==> src/rtl/capture_timestamp_pkg.sv <==
// Shared types for the edge timestamp capture unit.
// Assumes nothing beyond IEEE 1800-2017 packages.
package capture_timestamp_pkg;

    // Edge polarity selected by the edge_rise control level.
    typedef enum logic {
        POL_FALL = 1'b0,
        POL_RISE = 1'b1
    } edge_pol_e;

    // Minimum number of synchroniser stages for metastability protection.
    localparam int unsigned MIN_SYNC = 2;

endpackage

==> src/rtl/cap_sync.sv <==
// Multi-stage synchroniser for the asynchronous capture pin.
// Assumes STAGES >= 2; output lags the pin by STAGES clock edges.
module cap_sync #(
    parameter int unsigned STAGES = 2
) (
    input  logic clk,
    input  logic rst_n,
    input  logic din,
    output logic dout
);
    logic [STAGES-1:0] chain_q;

    // Shift the raw level through the flop chain.
    always_ff @(posedge clk) begin
        if (!rst_n) chain_q <= '0;
        else        chain_q <= {chain_q[STAGES-2:0], din};
    end

    assign dout = chain_q[STAGES-1];
endmodule

==> src/rtl/cap_filter.sv <==
// Glitch filter: the output moves to a new level only after LEN
// consecutive samples of the input agree. Adds LEN cycles of delay.
// Assumes LEN >= 2 and a synchronised input.
module cap_filter #(
    parameter int unsigned LEN = 4
) (
    input  logic clk,
    input  logic rst_n,
    input  logic din,
    output logic dout
);
    localparam int unsigned HW = LEN - 1;

    logic [HW-1:0] hist_q;
    logic [LEN-1:0] window;
    logic          all_hi;
    logic          all_lo;
    logic          level_q;

    generate
        if (HW == 1) begin : g_one
            // Keep the single previous sample.
            always_ff @(posedge clk) begin
                if (!rst_n) hist_q <= '0;
                else        hist_q <= din;
            end
        end else begin : g_many
            // Keep the last HW samples in a shift register.
            always_ff @(posedge clk) begin
                if (!rst_n) hist_q <= '0;
                else        hist_q <= {hist_q[HW-2:0], din};
            end
        end
    endgenerate

    // Detect a window of identical samples including the current one.
    always_comb begin
        window = {hist_q, din};
        all_hi = &window;
        all_lo = ~|window;
    end

    // Commit the level once the window is unanimous.
    always_ff @(posedge clk) begin
        if (!rst_n)      level_q <= 1'b0;
        else if (all_hi) level_q <= 1'b1;
        else if (all_lo) level_q <= 1'b0;
    end

    assign dout = level_q;
endmodule

==> src/rtl/cap_edge.sv <==
// Edge detector: compares the chosen level with its previous sample and
// reports a one-cycle event for the selected polarity. Event is gated off
// while the pin is disconnected. Polarity changes alone never fire.
module cap_edge
    import capture_timestamp_pkg::*;
(
    input  logic      clk,
    input  logic      rst_n,
    input  logic      level,
    input  edge_pol_e pol,
    input  logic      disable_in,
    output logic      event_out
);
    logic prev_q;
    logic rise;
    logic fall;

    // Remember the level seen in the previous cycle.
    always_ff @(posedge clk) begin
        if (!rst_n) prev_q <= 1'b0;
        else        prev_q <= level;
    end

    // Pick the transition of the selected polarity.
    always_comb begin
        rise      = level & ~prev_q;
        fall      = ~level & prev_q;
        event_out = 1'b0;
        if (!disable_in) begin
            event_out = (pol == POL_RISE) ? rise : fall;
        end
    end
endmodule

==> src/rtl/cap_store.sv <==
// Capture register and sticky flag. A capture wins over a clear in the
// same cycle. The interrupt request follows the flag when enabled.
module cap_store #(
    parameter int unsigned CNT_W = 16
) (
    input  logic             clk,
    input  logic             rst_n,
    input  logic             cap_evt,
    input  logic [CNT_W-1:0] count_in,
    input  logic             clr,
    input  logic             irq_en,
    output logic [CNT_W-1:0] value,
    output logic             flag,
    output logic             irq
);
    logic [CNT_W-1:0] value_q;
    logic             flag_q;

    // Load the timestamp on an event.
    always_ff @(posedge clk) begin
        if (!rst_n)       value_q <= '0;
        else if (cap_evt) value_q <= count_in;
    end

    // Set on capture, clear on strobe, capture has priority.
    always_ff @(posedge clk) begin
        if (!rst_n)       flag_q <= 1'b0;
        else if (cap_evt) flag_q <= 1'b1;
        else if (clr)     flag_q <= 1'b0;
    end

    assign value = value_q;
    assign flag  = flag_q;
    assign irq   = flag_q & irq_en;
endmodule

==> src/rtl/capture_timestamp.sv <==
// Top of the edge timestamp capture unit: synchroniser, optional glitch
// filter, polarity edge detector and capture storage.
// Assumes count_in is synchronous to clk.
module capture_timestamp
    import capture_timestamp_pkg::*;
#(
    parameter int unsigned CNT_W    = 16,
    parameter int unsigned SYNC_N   = 2,
    parameter int unsigned FILT_LEN = 4
) (
    input  logic             clk,
    input  logic             rst_n,
    input  logic             cap_pin,
    input  logic [CNT_W-1:0] count_in,
    input  logic             filt_en,
    input  logic             edge_rise,
    input  logic             irq_en,
    input  logic             flag_clr,
    input  logic             cap_off,
    output logic [CNT_W-1:0] capture_val,
    output logic             cap_flag,
    output logic             cap_irq
);
    localparam int unsigned SYNC_USE = (SYNC_N < MIN_SYNC) ? MIN_SYNC : SYNC_N;

    logic      pin_sync;
    logic      pin_filt;
    logic      pin_level;
    logic      cap_evt;
    edge_pol_e pol;

    cap_sync #(.STAGES(SYNC_USE)) u_sync (
        .clk  (clk),
        .rst_n(rst_n),
        .din  (cap_pin),
        .dout (pin_sync)
    );

    cap_filter #(.LEN(FILT_LEN)) u_filt (
        .clk  (clk),
        .rst_n(rst_n),
        .din  (pin_sync),
        .dout (pin_filt)
    );

    // Select filtered or direct level and decode the polarity control.
    always_comb begin
        pin_level = filt_en ? pin_filt : pin_sync;
        pol       = edge_rise ? POL_RISE : POL_FALL;
    end

    cap_edge u_edge (
        .clk       (clk),
        .rst_n     (rst_n),
        .level     (pin_level),
        .pol       (pol),
        .disable_in(cap_off),
        .event_out (cap_evt)
    );

    cap_store #(.CNT_W(CNT_W)) u_store (
        .clk     (clk),
        .rst_n   (rst_n),
        .cap_evt (cap_evt),
        .count_in(count_in),
        .clr     (flag_clr),
        .irq_en  (irq_en),
        .value   (capture_val),
        .flag    (cap_flag),
        .irq     (cap_irq)
    );
endmodule

==> config.mk <==
export PLATFORM = sky130hd
export DESIGN_NAME = capture_timestamp
export DESIGN_NICKNAME = d
export VERILOG_FILES = /design/src/rtl/capture_timestamp_pkg.sv /design/src/rtl/cap_sync.sv /design/src/rtl/cap_filter.sv /design/src/rtl/cap_edge.sv /design/src/rtl/cap_store.sv /design/src/rtl/capture_timestamp.sv
export SDC_FILE = /design/constraint.sdc
export NUM_CORES = 1
export LEC_CHECK = 0
export BUFFER_PORTS_ARGS = -buffer_cell sky130_fd_sc_hd__buf_4
export CAP_MARGIN = 20
export CORE_ASPECT_RATIO = 0.7
export CORE_UTILIZATION = 45
export CTS_CLUSTER_SIZE = 40
export DETAILED_ROUTE_END_ITERATION = 6
export GPL_TIMING_DRIVEN = 0
export PLACE_DENSITY = 0.84
export SLEW_MARGIN = 20
export SYNTH_ARGS = -nofsm -noshare
export SYNTH_HDL_FRONTEND = slang
export SYNTH_SLANG_ARGS = --single-unit
==> constraint.sdc <==
create_clock -name clk -period 1.6 [get_ports clk]
set_input_delay 0.32 -clock clk [delete_from_list [all_inputs] [get_ports clk]]
set_output_delay 0.32 -clock clk [all_outputs]
set_load 0.005 [all_outputs]
==> metrics.md, run 1 <==
| Metric | Value |
|---|---|
| Status | `finished, final reports clean` |
| Root Buffer | `clkbuf_4` |
| Fraction of layout cells with a size suffix above 1 | `0.341` |
| DIE AREA | `2260 um2` |
| DR vias | `781` |
| Die X | `56.4 um` |
| WP data required | `1.82 ns` |
| YS warnings | `0` |
| FF+latch count, synth | `24` |
| Hold Crit Class | `in2reg` |
| Clk Latency, worst-skew pair | `0.31 ns` |
| Gr usage total | `0.175` |
| Number of fill cells | `between 150 and 200` |
| Layout area overhead | `37.5%` |
| Final hold vios | `0` |
| IO Port Bufs | `40` |
| Final ANT Viol Nets | `0` |
| Post-synthesis cell type count | `16` |
| CTS clk-pin slew, worst paths | `~0.12 ns` |
| FMAX | `684 MHz` |
| Final Critical Period | `1.46 ns` |
| Final max-slew violation count | `0` |
| Crit path buf inv count | `2` |
| Chip Height | `40.1 um` |
| Drt via density | `4.88` |
| Pwr per Cell Area | `~750 nW/um2` |
| Hpwl dp | `about 1.4 mm` |
| Crit path cell chain | `mux2i_1 -> mux2_4 -> buf_6 -> buf_12 -> o21a_1` |
| Critical Path Fanout Max | `10` |
| Worst Skew | `0.00530 ns` |
| CTS tree | `yes` |
| Cts repair resizes | `0` |
| Crit path DAT | `1.69 ns` |
| Yosys top cell by area | `dfxtp_1` |
| Largest net degree at the start of global routing | `13` |
| Setup TNS Final | `0 ns` |
| Avg WL per Cell | `11.7 um` |
| CP startpoint | `u_filt.dout` |
| Static leakage | `0.570 nW` |
| Cell Rows | `13` |
| Reg2reg start | `u_filt.dout` |
| Initial antenna violation count | `0` |
| Max-Cap Viols | `0` |
| Critical path type | `reg2reg` |
| Vias in the first global route | `660` |
| Yosys top cell area share | `0.515` |
| Worst Tran Pin Value | `around 0.46 ns` |
| Number of remaining DRC errors | `0` |
| Net count reported at finish | `164` |
| Dpl cell area | `1260 um2` |
| Final period util | `0.914` |
| Synthesized Nets | `119` |
| Top Family by Delay on Critical Path | `multiplexers` |
| Maximum clock insertion buffer count | `2` |
| GR Overflow Total | `0` |
| CP max-delay cell | `dfxtp_1` |
| Cells after Synth | `95` |
| First-pass GRT wire length | `approximately 2.9 mm` |
| Ant. Diodes | `0` |
| Worst vdd ir | `0.677 mV` |
| RSZ-0062 raised after global routing | `false` |
| Initial DRC Count | `9` |
| CORE AREA | `1900 um2` |
| Reg2Reg Setup Slack | `0.14 ns` |
| CTS Buf Count | `3` |
| Post-synth design cell area | `933 um2` |
| Part of the Yosys area used for sequential elements | `0.515` |
| Setup crit start kind | `flip-flop` |
| CP endpoint kind | `flip-flop` |
| Final setup viols | `0` |
| Post CTS Setup Buffer Count | `0` |
| DRT Pass-1 Iters | `4` |
| Initial Util | `0.490` |
| Slowest stage delay, CP | `0.34 ns` |
| Ports | `42` |
| Routability cong. | `0.688` |
| Average size of a mapped cell | `~9.8 um2` |
| Min-delay src | `cap_pin` |
| Routed wire length | `1.87 mm` |
| Top cells by area, synth | `dfxtp_1 (51%), mux2i_1 (18%), nand2_1 (13%), and2_1 (4.0%), buf_12 (2.1%)` |
| Final instance area | `1280 um2` |
| Slew HR | `0.695` |
| CTS Hold Buffers Added | `0` |
| H-tree depth | `1` |
| Clock sink count | `24` |
==> stage by stage <==
| step | setup WS, ns | power [mW] | hold WS [ns] | utilization | instances |
|---|---|---|---|---|---|
| finish | 0.137 | 0.964 | 0.214 | 0.675 | 160 |
| global route | 0.0773 | 1.01 | 0.190 | 0.675 | 160 |
| CTS | 0.137 | 0.970 | 0.208 | 0.675 | 160 |
| detailed placement | 0.00866 | 0.720 | 0.428 | 0.663 | 157 |
| global placement | 0.0258 | 0.715 | 0.420 | 0.663 | 157 |
| floorplan | 0.176 | 0.661 | 0.412 | - | 95 |
==> cells in the mapped netlist <==
library cell / instances
a21boi_0: 1
and2_1: 6
and2b_2: 1
and3_1: 1
buf_12: 1
buf_6: 1
clkbuf_1: 4
dfxtp_1: 24
mux2_4: 1
mux2i_1: 17
nand2_1: 32
nor2b_1: 1
nor3b_1: 2
o21a_1: 1
o21ai_0: 1
o31ai_1: 1
==> sequential cells by signal, indices dropped and copies added, names as in the netlist <==
register	cells
u_store.value	16
u_store.flag	1
u_sync.chain_q	2
u_filt.dout	1
u_edge.prev_q	1
u_filt.hist_q	3
==> area by class of cell <==
type,instances,area (um2),area share
flip-flops and latches,24,480,0.374
well taps,22,27.5,0.0214
multi-input cells,65,407,0.317
clock buffers,3,22.5,0.0175
repair buffers,40,300,0.234
plain buffers,6,46.3,0.0361
==> layer usage <==
layer,vias up,part of all wire,track usage
met5,-,0,0
li1,394,-,-
met1,365,0.42,0.212
met3,2,0.052,0.0581
met2,20,0.52,0.315
met4,0,0.0043,0.0366
==> logic make-up after synthesis <==
logic type | after synthesis | synth area share
mux | 18 | 0.198
buf+inv | 6 | 0.0496
flops | 24 | 0.515
compound gates | 4 | 0.0295
simple gates | 43 | 0.208
==> final timing paths <==
kind	depth (start not counted)	to
worst max-delay path	5	u_store.flag
worst min register to register	1	u_sync.chain_q[1]
worst min-delay path	2	u_sync.chain_q[0]
worst max register to register	5	u_store.flag
==> report_power, final <==
part | internal [mW] | leakage [nW] | switching [mW]
Sequential | 0.606 | 0.194 | 0.00447
Combinational | 0.0573 | 0.362 | 0.0369
Clock | 0.0880 | 0.0138 | 0.171
Total | 0.752 | 0.570 | 0.213
==> cells in the final DEF (no fill, tap or decap), drive strengths merged <==
cell,instances
a21boi,1
and2,6
and2b,1
and3,1
buf,42
clkbuf,7
dfxtp,24
mux2,1
mux2i,17
nand2,32
nor2b,1
nor3b,2
o21a,1
o21ai,1
o31ai,1
(Power assumes the default switching activity.)
==> run 2, diff against run 1 <==
Settings changed: CORE_UTILIZATION 45 to 44, PLACE_DENSITY 0.84 to 0.83, SYNTH_HIERARCHICAL set to 1.
==> run 2 against run 1 <==
First-iteration DRC count rose by 44%; worst setup slack got worse by 0.33 ns; clock power barely moved; area after synthesis fell by 4.2%; critical path depth rose by 2; final cell count fell by 8.8%; combinational power rose by 0.6%; highest routed layer is now met3; the flow now finishes with violations (setup timing); die area fell by 1.9%.
==> metrics.md, run 2 <==
| Metric | Value |
|---|---|
| Worst vdd ir | `0.559 mV` |
| Die X | `approximately 56 um` |
| Chip Height | `39.7 um` |
| Fraction of layout cells with a size suffix above 1 | `0.468` |
| Yosys top cell by area | `dfxtp_1` |
| WP data required | `1.82 ns` |
| Final setup viols | `16` |
| Slew HR | `0.773` |
| Static leakage | `0.544 nW` |
| H-tree depth | `1` |
| Hold Crit Class | `in2reg` |
| DRT Pass-1 Iters | `4` |
| Final hold vios | `0` |
| Crit path DAT | `2.01 ns` |
| Initial DRC Count | `13` |
| Post-synth EDFFs | `0` |
| Top cells by area, synth | `dfxtp_1 (54%), mux2i_1 (18%), nor2b_1 (12%), and2_1 (3.5%), buf_12 (2.2%)` |
| Initial Util | `0.474` |
| Critical path type | `reg2reg` |
| YS warnings | `6` |
| Final setup margin | `-0.188 ns` |
| Final period util | `1.12` |
| CTS clk-pin slew, worst paths | `roughly 0.12 ns` |
| CP endpoint kind | `flip-flop` |
| FMAX | `559 MHz` |
| Most frequent cells in the layout | `buf_4 (43), dfxtp_1 (22), nor2b_1 (17)` |
| Pwr per Cell Area | `roughly 730 nW/um2` |
| Post-synthesis cell type count | `17` |
| Worst Tran Pin Value | `0.341 ns` |
| Reg2reg start | `u_sync/chain_q[1]` |
| Routed wire length | `1.85 mm` |
| Final Critical Period | `1.79 ns` |
| FF+latch count, synth | `24` |
| Vias in the first global route | `610` |
| Top Family by Delay on Critical Path | `multiplexers` |
| CTS Buf Count | `3` |
| Part of the Yosys area used for sequential elements | `0.537` |
| Primary FF master, synth | `dfxtp_1` |
| Gr usage total | `0.168` |
| Synth top cells by count | `dfxtp_1 (24), nor2b_1 (17), mux2i_1 (16), and2_1 (5), and2_2 (2)` |
| Min-Delay Endpoint | `u_sync/chain_q[0]` |
| Top-count cell post-synth | `dfxtp_1` |
| Maximum clock insertion buffer count | `2` |
| Ports | `42` |
| Slowest stage delay, CP | `0.36 ns` |
| Final ANT Viol Nets | `0` |
| Final max-slew violation count | `0` |
| Commonest non-fill, non-tap cell in the layout | `buf_4` |
| First-pass GRT wire length | `about 2.7 mm` |
| RSZ-0062 raised after global routing | `true` |
| Synth async-reset ratio | `0` |
| Net count reported at finish | `150` |
| RR Endpoint | `u_store/value[6]` |
| Cell Rows | `13` |
| Drt via density | `4.77` |
| R2R cell count | `7` |
| Number of remaining DRC errors | `0` |
| CP max-delay cell | `or3b_1` |
| Min-delay src | `cap_pin` |
| CORE AREA | `1890 um2` |
| Setup crit start kind | `flip-flop` |
| Max-Cap Viols | `0` |
| Largest net degree at the start of global routing | `16` |
| Post-synth design cell area | `895 um2` |
| Util after Layout | `0.704` |
| Clk Latency, worst-skew pair | `0.31 ns` |
| Failing checks | `setup timing` |
| Pre-CTS setup slack | `-0.349 ns` |
| Routability cong. | `just under 0.6` |
| Root Buffer | `clkbuf_4` |
| Average size of a mapped cell | `11.8 um2` |
| Status | `finished with violations` |
| Avg WL per Cell | `between 10 and 15 um` |
| IO Port Bufs | `41` |
| Hpwl dp | `1.21 mm` |
| Crit path buf inv count | `2` |
| Setup TNS Final | `-1.83 ns` |
| CTS tree | `yes` |
| Critical Path Fanout Max | `5` |
| CTS Hold Buffers Added | `0` |
| DIE AREA | `2220 um2` |
| DR vias | `around 700` |
| Reg2Reg Setup Slack | `-0.19 ns` |
| Initial antenna violation count | `0` |
| Ant. Diodes | `0` |
| Layout area overhead | `48.5%` |
| GR Overflow Total | `0` |
| Yosys top cell area share | `0.537` |
| Synthesized Nets | `100` |
| Clock sink count | `24` |
| Cells after Synth | `76` |
| Max reg flops | `16` |
| Worst Skew | `0.00435 ns` |
| Crit path cell chain | `mux2_4 -> or3b_1 -> a21oi_2 -> buf_6 -> buf_12 -> mux2i_2 -> nor2b_1` |
| Hold Path Cell Cnt | `2` |
run 2: cell types whose count changed in the layout (fill, tap and decap cells not counted), sizes merged, moves of 2 or more:
| cell | before | now |
|---|---|---|
| nor2b | 1 | 17 |
| buf | 42 | 47 |
| clkbuf | 7 | 4 |
| nor3b | 2 | 0 |
| nand2 | 32 | 0 |
run 2: cells by family (layout without fill, tap and decap cells):
kind of cell / Yosys count / count (layout) / share of synthesized area
simple gates: 28 / 28 / 0.201
mux: 17 / 17 / 0.196
flops: 24 / 24 / 0.537
buf+inv: 3 / 51 / 0.0392
compound gates: 4 / 4 / 0.0266
run 2: worst max path at each step:
| stage | start | to | slack, ns | cells after the start |
|---|---|---|---|---|
| finish | u_sync/chain_q[1] | u_store/value[6] | -0.19 | 7 |
| global route | u_filt/dout | u_store/value[6] | -0.27 | 7 |
| CTS | u_filt/dout | u_store/value[0] | -0.13 | 7 |
| detailed placement | filt_en | u_store/value[9] | -0.35 | 8 |
| global placement | filt_en | u_store/value[6] | -0.31 | 8 |
| floorplan | filt_en | u_store/value[10] | -0.12 | 7 |
run 2: power breakdown:
group / leakage (nW) / internal, mW / switching, mW / total (mW)
Sequential: 0.195 / 0.606 / 0.00424 / 0.611
Combinational: 0.335 / 0.0658 / 0.0289 / 0.0948
Clock: 0.0138 / 0.0882 / 0.172 / 0.260
Total: 0.544 / 0.760 / 0.205 / 0.965
run 2: repair_timing:
| item | 4_1_cts | 5_1_grt |
|---|---|---|
| endpoints found under the setup margin | 17 | 16 |
| setup buffers | 3 | 0 |
| resized for setup | 3 | 2 |
| gates cloned | 1 | 0 |
| hold endpoints to repair | 0 | 0 |
run 2: final cells by class:
cell class / instances / area, um2
fill: 154 / 558
sequential: 24 / 483
multi-input combinational: 49 / 390
timing repair buffer: 45 / 370
buffer: 3 / 35.0
tap: 22 / 27.5
clock buffer: 3 / 22.5
run 2: metal layers:
metal / GRT usage / vias up / share of wire
met4: 0.0915 / 0 / 0
met1: 0.205 / 325 / 0.45
met5: 0 / - / 0
li1: - / 353 / -
met3: 0.0495 / 0 / 0.038
met2: 0.277 / 18 / 0.51
run 2: per-stage QoR:
| stage | cells | hold WS, ns | cell area [um2] | power (mW) |
|---|---|---|---|---|
| global route | 146 | 0.208 | 1330 | 1.00 |
| finish | 146 | 0.202 | 1330 | 0.965 |
| detailed placement | 139 | 0.419 | 1230 | 0.710 |
| CTS | 146 | 0.196 | 1320 | 0.974 |
| floorplan | 76 | 0.412 | 898 | 0.652 |
| global placement | 139 | 0.415 | 1230 | 0.708 |
run 2: worst reg2reg max path, cell delays in order (launching register included):
cell,delay [ns]
dfxtp_2,0.34
mux2_4,0.27
or3b_1,0.36
a21oi_2,0.14
buf_6,0.15
buf_12,0.13
mux2i_2,0.25
nor2b_1,0.07
